$ cat src/rtl/adcw_pkg.sv
package adcw_pkg;

    localparam int unsigned DEF_DATA_W = 16;
    localparam int unsigned DEF_CNT_W  = 10;

    localparam logic [2:0] CRIT_OUTSIDE = 3'b001;
    localparam logic [2:0] CRIT_INSIDE  = 3'b010;
    localparam logic [2:0] CRIT_AT_HIGH = 3'b011;
    localparam logic [2:0] CRIT_AT_LOW  = 3'b100;

    typedef enum logic {
        CNT_CONSEC = 1'b0,
        CNT_TOTAL  = 1'b1
    } cnt_mode_e;

    typedef struct packed {
        logic live;
        logic hit;
    } cmp_result_t;

    function automatic logic crit_enabled(input logic [2:0] code);
        return (code == CRIT_OUTSIDE) || (code == CRIT_INSIDE) ||
               (code == CRIT_AT_HIGH) || (code == CRIT_AT_LOW);
    endfunction

endpackage

$ cat src/rtl/adcw_src_mux.sv
module adcw_src_mux #(
    parameter int unsigned DATA_W = adcw_pkg::DEF_DATA_W
) (
    input  logic              raw_valid,
    input  logic [DATA_W-1:0] raw_data,
    input  logic              acc_valid,
    input  logic [DATA_W-1:0] acc_data,
    input  logic              src_sel,
    output logic              smp_valid,
    output logic [DATA_W-1:0] smp_data
);
    always_comb begin
        if (src_sel) begin
            smp_valid = acc_valid;
            smp_data  = acc_data;
        end else begin
            smp_valid = raw_valid;
            smp_data  = raw_data;
        end
    end
endmodule

$ cat src/rtl/adcw_window_cmp.sv
module adcw_window_cmp
    import adcw_pkg::*;
#(
    parameter int unsigned DATA_W = DEF_DATA_W
) (
    input  logic              smp_valid,
    input  logic [DATA_W-1:0] smp_data,
    input  logic [DATA_W-1:0] thr_lo,
    input  logic [DATA_W-1:0] thr_hi,
    input  logic [2:0]        crit,
    output cmp_result_t       res
);
    logic below_lo, above_hi, at_or_below_lo, at_or_above_hi;

    always_comb begin
        below_lo       = smp_data <  thr_lo;
        above_hi       = smp_data >  thr_hi;
        at_or_below_lo = smp_data <= thr_lo;
        at_or_above_hi = smp_data >= thr_hi;
    end

    always_comb begin
        res.live = smp_valid && crit_enabled(crit);
        unique case (crit)
            CRIT_OUTSIDE: res.hit = below_lo || above_hi;
            CRIT_INSIDE:  res.hit = !below_lo && !above_hi;
            CRIT_AT_HIGH: res.hit = at_or_above_hi;
            CRIT_AT_LOW:  res.hit = at_or_below_lo;
            default:      res.hit = 1'b0;
        endcase
    end
endmodule

$ cat src/rtl/adcw_hit_counter.sv
module adcw_hit_counter
    import adcw_pkg::*;
#(
    parameter int unsigned CNT_W = DEF_CNT_W
) (
    input  logic             clk,
    input  logic             rst,
    input  cmp_result_t      res,
    input  logic [2:0]       crit,
    input  cnt_mode_e        mode,
    input  logic [CNT_W-1:0] target,
    input  logic             clear_rdy,
    output logic [CNT_W-1:0] count,
    output logic             rdy
);
    localparam logic [CNT_W-1:0] ONE = CNT_W'(1);

    logic [2:0]       crit_q;
    cnt_mode_e        mode_q;
    logic [CNT_W-1:0] eff_target;
    logic [CNT_W-1:0] count_inc;
    logic             cfg_changed;

    always_comb begin
        eff_target  = (target == '0) ? ONE : target;
        count_inc   = (count < eff_target) ? count + ONE : count;
        cfg_changed = (crit != crit_q) || (mode != mode_q);
    end

    always_ff @(posedge clk) begin
        crit_q <= crit;
        mode_q <= mode;
        if (rst || clear_rdy || cfg_changed) begin
            count <= '0;
            rdy   <= 1'b0;
        end else if (res.live) begin
            if (res.hit) begin
                count <= count_inc;
                if (count_inc >= eff_target) rdy <= 1'b1;
            end else if (mode == CNT_CONSEC) begin
                count <= '0;
            end
        end
    end
endmodule

$ cat src/rtl/adc_window_counter.sv
module adc_window_counter
    import adcw_pkg::*;
#(
    parameter int unsigned DATA_W = DEF_DATA_W,
    parameter int unsigned CNT_W  = DEF_CNT_W
) (
    input  logic              clk,
    input  logic              rst,
    input  logic              raw_valid,
    input  logic [DATA_W-1:0] raw_data,
    input  logic              acc_valid,
    input  logic [DATA_W-1:0] acc_data,
    input  logic              src_sel,
    input  logic [DATA_W-1:0] thr_lo,
    input  logic [DATA_W-1:0] thr_hi,
    input  logic [2:0]        crit_mode,
    input  logic              cnt_mode,
    input  logic [CNT_W-1:0]  target,
    input  logic              clear_rdy,
    output logic [CNT_W-1:0]  count_stat,
    output logic              rdy
);
    logic              smp_valid;
    logic [DATA_W-1:0] smp_data;
    cmp_result_t       cmp_res;

    adcw_src_mux #(.DATA_W(DATA_W)) src_i (
        .raw_valid (raw_valid),
        .raw_data  (raw_data),
        .acc_valid (acc_valid),
        .acc_data  (acc_data),
        .src_sel   (src_sel),
        .smp_valid (smp_valid),
        .smp_data  (smp_data)
    );

    adcw_window_cmp #(.DATA_W(DATA_W)) cmp_i (
        .smp_valid (smp_valid),
        .smp_data  (smp_data),
        .thr_lo    (thr_lo),
        .thr_hi    (thr_hi),
        .crit      (crit_mode),
        .res       (cmp_res)
    );

    adcw_hit_counter #(.CNT_W(CNT_W)) cnt_i (
        .clk       (clk),
        .rst       (rst),
        .res       (cmp_res),
        .crit      (crit_mode),
        .mode      (cnt_mode_e'(cnt_mode)),
        .target    (target),
        .clear_rdy (clear_rdy),
        .count     (count_stat),
        .rdy       (rdy)
    );
endmodule

$ cat config.mk
export PLATFORM = sky130hd
export DESIGN_NAME = adc_window_counter
export DESIGN_NICKNAME = d
export VERILOG_FILES = /design/src/rtl/adcw_pkg.sv /design/src/rtl/adcw_src_mux.sv /design/src/rtl/adcw_window_cmp.sv /design/src/rtl/adcw_hit_counter.sv /design/src/rtl/adc_window_counter.sv
export SDC_FILE = /design/constraint.sdc
export NUM_CORES = 1
export LEC_CHECK = 0
export BUFFER_PORTS_ARGS = -buffer_cell sky130_fd_sc_hd__buf_2
export CORE_MARGIN = 2
export CORE_UTILIZATION = 43
export CTS_CLUSTER_DIAMETER = 60
export CTS_CLUSTER_SIZE = 14
export DETAILED_ROUTE_END_ITERATION = 12
export GPL_ROUTABILITY_DRIVEN = 0
export GPL_TIMING_DRIVEN = 1
export PLACE_DENSITY = 0.75
export SETUP_SLACK_MARGIN = 0.02
export SYNTH_ARGS = -nofsm -noshare
export SYNTH_HDL_FRONTEND = slang
export SYNTH_SLANG_ARGS = --single-unit
$ cat constraint.sdc
create_clock -name clk -period 4.4 [get_ports clk]
set_input_delay 0.66 -clock clk [delete_from_list [all_inputs] [get_ports clk]]
set_output_delay 0.66 -clock clk [all_outputs]
set_load 0.02 [all_outputs]
## Yosys cells after proc, flatten, opt, wreduce, memory -nomap -nowiden

Index checks and enable logic that the tools add are counted.

- $add $sub $neg: 1
- $mul: 0
- Div/mod/pow operators: 0
- $lt $le $gt $ge: 6
- Eq/ne operators: 7
- Shift-type cells: 0
- Multiplexer cells: 7
- Bitwise logic cells: 0
- Reduce and logical (&&, ||, !) cells: 14

Operator list:

| cell | count |
|---|---|
| 10-bit 2-to-1 mux | 4 |
| 16-bit greater-or-equal comparator | 1 |
| 16-bit greater-than comparator | 1 |
| 16-bit <= comparator | 1 |
| 16-bit less-than comparator | 1 |
| 16-bit 2-to-1 mux | 1 |
| 10-bit by 1-bit adder with 10-bit output, second input constant | 1 |
| 10-bit greater-or-equal comparator | 1 |
| 10-bit zero test | 1 |
| 10-bit less-than comparator | 1 |
| 1-bit logical OR | 7 |
| 3-bit by 2-bit equality test with 1-bit output, second input constant | 2 |
| 1-bit one-hot mux with 4 select lines | 1 |
| 3-bit by 1-bit equality test with 1-bit output, second input constant | 1 |
| 3-bit equality test, second input constant | 1 |
| 3-bit inequality test | 1 |
| 3-bit AND reduction | 1 |
| 1-bit logical AND | 2 |
| 1-bit zero test | 2 |
| 2-bit by 1-bit inequality test with 1-bit output, second input constant | 1 |
| 2-bit AND reduction | 1 |
| 1-bit 2-to-1 mux | 1 |
| 1-bit inequality test | 1 |

- Register bits after elaboration: 15
- Latch bits: 0
- Memory bits (writable): 0
- ROM bits: 0
- Output and inout bits: 11
- Logic and storage cells: 39
- Memories kept: 0

## Longest topological paths before layout

Gate-level depths: netlist (run 1).

- Depth in word-level cells: 7
- Mapped depth: 17

## Hierarchy

Synthesis (run 1) repeated with hierarchy kept, for this count alone.

- Cells, all modules: 295
- Area total of the unflattened synthesis: 2,491.1 sq um

By module, submodules not included:

| module | instances | cells each | area an instance (sq um) |
|---|---|---|---|
| adcw_hit_counter | 1 | 149 | 1,318.8 |
| adcw_window_cmp | 1 | 127 | 912.1 |
| adcw_src_mux | 1 | 19 | 260.2 |

## Worst setup path after synthesis (run 1)

No wires, ideal clock.

- Path kind: input to register
- From: in target[9]
- To: reg cnt_i.rdy
- Library setup time: 0.117 ns
- Arrival time: 3.496 ns
- Setup slack: 0.787 ns
- Cell stages on the path: 14
- Buffers on the path: 1
- Cells stage by stage: inv_1 > ha_1 > and4_1 > a31o_1 > a221oi_2 > nand2_1 > buf_2 > o31a_1 > or2_1 > ha_1 > or3_1 > a221oi_1 > o21ai_0 > a32o_1

- Cells in the longest elaborated chain, start to end: 6

Ends and longest elaborated chain:

| element | RTL line | source |
|---|---|---|
| from (decl) | adc_window_counter.sv:18 | `input logic [CNT_W-1:0] target,` |
| 10-bit zero test | adcw_hit_counter.sv:25 | `eff_target = (target == '0) ? ONE : target;` |
| 10-bit 2-to-1 mux (*) | adcw_hit_counter.sv:25 |  |
| 10-bit less-than comparator | adcw_hit_counter.sv:26 | `count_inc = (count < eff_target) ? count + ONE : count;` |
| 10-bit 2-to-1 mux | adcw_hit_counter.sv:26 |  |
| 10-bit greater-or-equal comparator (*) | adcw_hit_counter.sv:39 | `if (count_inc >= eff_target) rdy <= 1'b1;` |
| 3-bit AND reduction (no line) (*) | -- |  |
| to (signal assigned) | adcw_hit_counter.sv:35 | `rdy <= 1'b0;` |
| to (signal assigned) | adcw_hit_counter.sv:39 |  |
| to (decl) | adcw_hit_counter.sv:14 | `output logic rdy` |

Every way passes the cells marked *; elsewhere a longest branch is shown, timed or not.
A chain may end at the register's enable or synchronous reset.

## Worst setup path in the final report (run 1)

- From: in target[5]
- To: reg cnt_i.rdy

Same word-level chain as after synthesis.

==> impl_metrics.env, run 1 <==
export IMPL_cpPeakStageDelay_ns=0.39
export IMPL_port_buffers=94
export IMPL_ys_seq_elements=15
export IMPL_postCtsSetupRepairBufs=0
export IMPL_slowest_stage="o31a_1"
export IMPL_slew_violations=0
export IMPL_fmax_ghz=0.263
export IMPL_fin_area_um2=3100
export IMPL_antenna_left=0
export IMPL_pin_count=95
export IMPL_hold_end="cnt_i.rdy$_SDFFE_PP0P_"
export IMPL_clk_pin_slew_ns=0.06
export IMPL_whs_ns=0.534
export IMPL_cp_start_kind="input pin"
export IMPL_fin_skew_ns=0.00497
export IMPL_p_sw_w=0.000150
export IMPL_grtUsageTotal_pct=21.0
export IMPL_r2r_cells=12
export IMPL_worstSetupEndpointType="flop"
export IMPL_combPwrFrac_pct=42.5
export IMPL_ys_flop_type="dfxtp_1"
export IMPL_min_path_type="flop to flop"
export IMPL_power_density_nw_per_um2=142
export IMPL_synth_edf_count=0
export IMPL_rr_endpoint="cnt_i.rdy$_SDFFE_PP0P_"
export IMPL_max_slew_worst_pin_slew_ns=0.812
export IMPL_drc_errors=0
export IMPL_clk_latency_ns=0.25
export IMPL_status="complete, no violations"
export IMPL_ys_seq_area_share_pct=12.0
export IMPL_synth_top_area_share_pct=26.0
export IMPL_netlist_area_um2=2500
export IMPL_area_growth_pct=23.8
export IMPL_gr_total_overflow=0
export IMPL_worstPathArrival_ns=3.95
export IMPL_setup_tns_ns=0
export IMPL_vias_per_cell=5.49
export IMPL_ir_drop_mv=0.110
export IMPL_clockRootBuffer="clkbuf_8"
export IMPL_synth_cell_types=61
export IMPL_post_dp_hpwl_mm=5.72
export IMPL_synth_compound_area_share_pct=23.8
export IMPL_numCtsBuffers=3
export IMPL_core_um2=5570
export IMPL_cts_tree="built"
export IMPL_min_period_over_period_pct=86.3
export IMPL_wl_mm=6.57
export IMPL_cts_repair_resized=0
export IMPL_pwr_share_seq_pct=31.5
export IMPL_swShare_pct=34.1
export IMPL_synth_top_family_by_area="adder cells"
export IMPL_cts_hold_buf=0
export IMPL_worst_hold_startpoint="cnt_i.rdy$_SDFFE_PP0P_"
export IMPL_wl_per_cell_um=13.6
export IMPL_synthCells=317
export IMPL_drv_cap=0
export IMPL_r2r_start="cnt_i.count[7]$_SDFFE_PP0P_"
export IMPL_grt_pass1_wl_mm=10.8
export IMPL_vias=2656
export IMPL_yosys_warnings=0
export IMPL_die_area_um2=6450
export IMPL_grt_pass1_vias=2553
export IMPL_path_cells="buf_2 > inv_1 > ha_1 > and4_1 > a31o_1 > a221oi_2 > nand2_1 > o31a_1 > or2_1 > ha_1 > or3_1 > a221oi_1 > o21ai_0 > a32o_1"
export IMPL_synth_fa_ha_area_share_pct=26.0
export IMPL_hold_violations=0
export IMPL_first_pass_iters=5
export IMPL_fin_nets=549
export IMPL_synth_top_area_cell="ha_1"
export IMPL_cp_data_required_time_ns=4.55
export IMPL_critPathMostFrequentCell="ha_1"
export IMPL_synth_xor_area_share_pct=2.45
export IMPL_clk_path_buf_depth=2
export IMPL_n_antenna_cell=0
export IMPL_synthesis_nets=453
export IMPL_synthSimpleGateAreaFrac_pct=19.5
export IMPL_antenna_found_initial=0
export IMPL_grt_start_max_net_pins=19
export IMPL_drtIter0Drc=132
export IMPL_path_class="input pin to flop"
export IMPL_synthMuxAreaShare_pct=7.14
export IMPL_rows=27
export IMPL_start_util_pct=44.9
export IMPL_cts_sink_count=15
export IMPL_worst_path_max_fanout=12
export IMPL_die_w_um=80.3
export IMPL_htreeDepth=1
export IMPL_crit_buf_inv=2
export IMPL_synthTopCellsByArea="ha_1 (26%), dfxtp_1 (12%), inv_1 (8.4%), mux2_2 (6.7%), a21oi_1 (3.6%)"
export IMPL_slew_headroom_pct=45.8
export IMPL_syn_area_per_cell_um2=7.90
export IMPL_intPower_w=0.000289
export IMPL_crit_family="compound AO/OA/AOI/OAI gates"
export IMPL_min_period_ns=3.80
export IMPL_hold_depth=1
export IMPL_p_leak_nw=1.70
export IMPL_pwr_share_clk_pct=25.9
export IMPL_fp_dieH_um=80.3
export IMPL_drive_above_1_share_pct=32.0
export IMPL_finalSetupViolations=0
export IMPL_grt_setup_unrepaired="no"
export IMPL_synth_async_reset_ratio_pct=0
export IMPL_place_area_um2=3060
export IMPL_r2r_slack_ns=0.72
## metrics by stage
stage	utilization (%)	total power (W)	instances	setup WS [ns]
global route	55.6	0.000477	484	0.442
global placement	54.8	0.000321	480	0.471
detailed placement	54.8	0.000328	480	0.380
CTS	55.6	0.000443	484	0.638
finish	55.6	0.000439	484	0.602
floorplan	-	0.000261	317	0.787
## power by group through the flow
stage | registers, W | clock network (W) | logic, W
4_1_cts | 0.000139 | 0.000117 | 0.000188
5_1_grt | 0.000139 | 0.000125 | 0.000213
3_5_place_dp | 0.000142 | 0 | 0.000187
2_1_floorplan | 0.000141 | 0 | 0.000120
3_3_place_gp | 0.000142 | 0 | 0.000179
6_report | 0.000139 | 0.000114 | 0.000187
## per-layer routing
layer	vias up	track usage, %	share of wire, %
li1	1349	-	-
met1	1170	24.7	43
met2	116	39.2	49
met3	21	3.03	5.9
met4	0	5.93	2.4
met5	-	0	0
## cells in the mapped netlist, types with 2 or more instances
library cell	number
a21o_1	7
xor2_1	4
dfxtp_1	15
nand3_1	6
nor2_1	17
inv_1	56
nor3_1	9
o31a_1	2
buf_2	2
o21ai_1	5
ha_1	52
o211ai_1	2
nand4_1	5
nor3_2	2
a32o_1	5
nor4_1	2
and2_1	2
mux2_2	15
or2_1	2
o2111ai_1	3
and4_1	3
nor4b_1	2
nand2b_1	4
a31oi_1	3
o21ai_0	10
or3_1	2
a21oi_1	18
o221ai_1	6
nand2_1	22
xnor2_1	3
## cells by family after synthesis
logic type | after synthesis
flip-flops | 15
XOR/XNOR | 7
adder cells (fa/ha/maj) | 52
AO/OA/AOI/OAI | 79
AND/OR/NAND/NOR | 88
multiplexers | 16
buffers and inverters | 60
## area by class of cell
cell class | instances | area [um^2]
Fill cell | 532 | 2470
Multi-Input combinational cell | 242 | 1980
Timing Repair Buffer | 95 | 478
Sequential cell | 15 | 300
Inverter | 56 | 210
Tap cell | 72 | 90.1
Clock buffer | 3 | 41.3
Clock inverter | 1 | 5.00
## worst max path at each step
stage	from	endpoint	slack (ns)	cells past startpoint
6_report	target[5]	cnt_i.rdy$_SDFFE_PP0P_	0.60	14
4_1_cts	target[5]	cnt_i.rdy$_SDFFE_PP0P_	0.64	14
3_3_place_gp	target[5]	cnt_i.rdy$_SDFFE_PP0P_	0.47	14
2_1_floorplan	target[9]	cnt_i.rdy$_SDFFE_PP0P_	0.79	14
5_1_grt	target[5]	cnt_i.rdy$_SDFFE_PP0P_	0.44	15
3_5_place_dp	target[5]	cnt_i.rdy$_SDFFE_PP0P_	0.38	14
## state kept, by name (all words and copies together), names as in the netlist
name / cells
cnt_i.rdy: 1
cnt_i.crit_q: 3
cnt_i.count: 10
cnt_i.mode_q: 1
## placed cells by master (no fill, tap or decap), types with 2 or more instances in the layout
cell type and n:
nor3_2 2, inv_1 56, nand3_1 6, dfxtp_1 15, buf_2 94, o2111ai_1 3, ha_1 52, nand2b_1 4
mux2_2 15, a21o_1 7, o211ai_1 2, o21ai_0 10, nand4_1 5, clkbuf_8 3, nor4b_1 2, and2_1 2
or2_1 2, a32o_1 5, nor4_1 2, a31oi_1 3, o221ai_1 6, xor2_1 4, or3_1 2, nand2_1 22
a21oi_1 18, and4_1 3, nor2_1 17, xnor2_1 3, o31a_1 2, o21ai_1 5, nor3_1 9
No activity file was read; power rests on OpenSTA's default activity.
==> inputs of run 2 (changes only) <==
ABC_AREA = 1   (was unset)
==> impl_metrics.env, run 2 <==
export IMPL_status="complete, no violations"
export IMPL_critPathMostFrequentCell="nand2_1"
export IMPL_power_density_nw_per_um2=142
export IMPL_synthCells=433
export IMPL_slowest_stage="inv_1"
export IMPL_worstSetupEndpointType="flop"
export IMPL_ys_flop_type="dfxtp_1"
export IMPL_ys_seq_elements=15
export IMPL_htreeDepth=1
export IMPL_gr_total_overflow=0
export IMPL_cts_tree="built"
export IMPL_min_period_ns=3.11
export IMPL_clk_latency_ns=0.25
export IMPL_r2r_slack_ns=1.49
export IMPL_fp_dieH_um=81.2
export IMPL_grt_pass1_wl_mm=10.9
export IMPL_fmax_ghz=0.322
export IMPL_synth_top_area_cell="ha_1"
export IMPL_wl_per_cell_um=10.8
export IMPL_setup_tns_ns=0
export IMPL_drtIter0Drc=155
export IMPL_synth_cell_types=33
export IMPL_area_growth_pct=22.7
export IMPL_worst_path_max_fanout=18
export IMPL_wl_mm=6.50
export IMPL_reg_top3="cnt_i.count (10), cnt_i.crit_q (3)"
export IMPL_postCtsSetupRepairBufs=0
export IMPL_largest_register="cnt_i.count"
export IMPL_clockRootBuffer="clkbuf_8"
export IMPL_clk_pin_slew_ns=0.06
export IMPL_worstPathArrival_ns=3.25
export IMPL_yosysMostFrequentCell="nand2_1"
export IMPL_yosys_warnings=0
export IMPL_cts_repair_resized=0
export IMPL_max_slew_worst_pin_slew_ns=0.955
export IMPL_first_pass_iters=4
export IMPL_drv_cap=0
export IMPL_fillCellCount=585
export IMPL_cts_hold_buf=0
export IMPL_core_um2=5850
export IMPL_path_cells="buf_2 > inv_1 > nand2_1 > nand2_1 > ha_1 > a21oi_1 > o21ai_1 > a21oi_1 > nand2_1 > nand2_1 > nand2_1 > nand2_1 > nand2_1 > nor2_2 > nor2_1 > nand3_1 > a21oi_1"
export IMPL_antenna_found_initial=0
export IMPL_fin_skew_ns=0.00517
export IMPL_vias=2837
export IMPL_slew_violations=0
export IMPL_min_path_type="flop to flop"
export IMPL_vias_per_cell=4.72
export IMPL_drive_above_1_share_pct=20.9
export IMPL_p_leak_nw=2.00
export IMPL_synth_top_area_share_pct=25.4
export IMPL_final_common_cell="nand2_1"
export IMPL_die_w_um=81.2
export IMPL_path_class="input pin to flop"
export IMPL_drc_errors=0
export IMPL_synthesis_nets=569
export IMPL_cpPeakStageDelay_ns=0.32
export IMPL_ys_top_cells_by_count="nand2_1 (148), inv_1 (76), ha_1 (52)"
export IMPL_utilization_pct=53.7
export IMPL_grtUsageTotal_pct=20.5
export IMPL_synth_edf_count=0
export IMPL_min_period_over_period_pct=70.6
export IMPL_n_antenna_cell=0
export IMPL_finalSetupViolations=0
export IMPL_clk_path_buf_depth=2
export IMPL_fin_nets=663
export IMPL_synth_async_reset_ratio_pct=0
export IMPL_die_area_um2=6590
export IMPL_hold_violations=0
export IMPL_slew_headroom_pct=35.9
export IMPL_grt_setup_unrepaired="no"
export IMPL_cp_start_kind="input pin"
export IMPL_final_cell_mix="nand2_1 (148), buf_2 (94), inv_1 (76)"
export IMPL_ir_drop_mv=0.0773
export IMPL_antenna_left=0
export IMPL_pin_count=95
export IMPL_rows=28
export IMPL_cts_sink_count=15
export IMPL_ys_seq_area_share_pct=11.7
export IMPL_synthTopCellsByArea="ha_1 (25%), nand2_1 (22%), dfxtp_1 (12%), inv_1 (11%), nor2_1 (6.7%)"
export IMPL_numCtsBuffers=3
export IMPL_start_util_pct=43.8
export IMPL_largest_reg_flops=10
export IMPL_grt_pass1_vias=2639
export IMPL_syn_area_per_cell_um2=5.92
export IMPL_grt_start_max_net_pins=19
export IMPL_post_dp_hpwl_mm=5.65
export IMPL_cp_data_required_time_ns=4.55
export IMPL_netlist_area_um2=2560
export IMPL_port_buffers=94
run 2: cell types whose count changed in the layout (fill, tap and decap cells not counted), moves of 4 or more:
cell | previous run | this run
a21o_1 | 7 | 2
nand2b_1 | 4 | 0
a32o_1 | 5 | 0
o21ai_0 | 10 | 4
nand3_1 | 6 | 11
o221ai_1 | 6 | 0
a21oi_1 | 18 | 27
inv_1 | 56 | 76
xor2_1 | 4 | 9
inv_2 | 0 | 4
mux2_2 | 15 | 0
nor2_1 | 17 | 46
nand2_1 | 22 | 148
run 2: cell families (layout without fill, tap and decap cells):
| group | Yosys count | in the layout | share of synthesized area [%] |
|---|---|---|---|
| buffers and inverters | 85 | 178 | 12.8 |
| multiplexers | 1 | 1 | 0.391 |
| flip-flops | 15 | 15 | 11.7 |
| adder cells (fa/ha/maj) | 52 | 52 | 25.4 |
| AO/OA/AOI/OAI | 41 | 41 | 8.94 |
| XOR/XNOR | 10 | 10 | 3.42 |
| AND/OR/NAND/NOR | 229 | 229 | 37.3 |
run 2: report_power, final:
group	switching (W)	internal, W	leakage (nW)
Sequential	0.00000125	0.000138	0.122
Clock	0.0000477	0.0000642	0.0228
Combinational	0.000111	0.0000836	1.85
Total	0.000160	0.000286	2.00
run 2: cell type report:
| type | instances | area, um^2 | share of cell area, % |
|---|---|---|---|
| Timing Repair Buffer | 94 | 470 | 15.0 |
| Inverter | 80 | 300 | 9.55 |
| Tap cell | 75 | 93.8 | 2.99 |
| Sequential cell | 15 | 300 | 9.55 |
| Clock buffer | 4 | 45.0 | 1.43 |
| Multi-Input combinational cell | 333 | 1930 | 61.5 |
run 2: routing by layer:
metal	vias up	track usage, %	part of all wire [%]
met4	0	5.93	1.6
li1	1547	-	-
met3	13	2.56	6.1
met5	-	0	0
met1	1184	24.9	46
met2	93	37.5	47
run 2: worst paths after layout:
| check | startpoint | to | cells past startpoint |
|---|---|---|---|
| max | src_sel | cnt_i.count[8]$_SDFFE_PP0P_ | 17 |
| min | cnt_i.rdy$_SDFFE_PP0P_ | cnt_i.rdy$_SDFFE_PP0P_ | 2 |
| max reg2reg | cnt_i.count[3]$_SDFFE_PP0P_ | cnt_i.rdy$_SDFFE_PP0P_ | 16 |
| min reg2reg | cnt_i.rdy$_SDFFE_PP0P_ | cnt_i.rdy$_SDFFE_PP0P_ | 2 |
run 2: worst max-delay path: cells and delay by family:
| kind | cells | cell delay, ns |
|---|---|---|
| simple gates | 10 | 1.14 |
| buf+inv | 2 | 0.61 |
| compound gates | 4 | 0.50 |
| fa+ha+maj | 1 | 0.31 |
run 2: metrics by stage:
| stage | std cells | worst slack (ns) | instance area, um^2 | total power (W) | hold slack (ns) |
|---|---|---|---|---|---|
| finish | 601 | 1.29 | 3140 | 0.000446 | 0.455 |
| global route | 601 | 1.01 | 3140 | 0.000486 | 0.483 |
| CTS | 601 | 1.30 | 3140 | 0.000451 | 0.469 |
| detailed placement | 597 | 1.04 | 3100 | 0.000336 | 0.459 |
| global placement | 597 | 1.07 | 3100 | 0.000331 | 0.447 |
| floorplan | 433 | 1.47 | 2560 | 0.000269 | 0.526 |
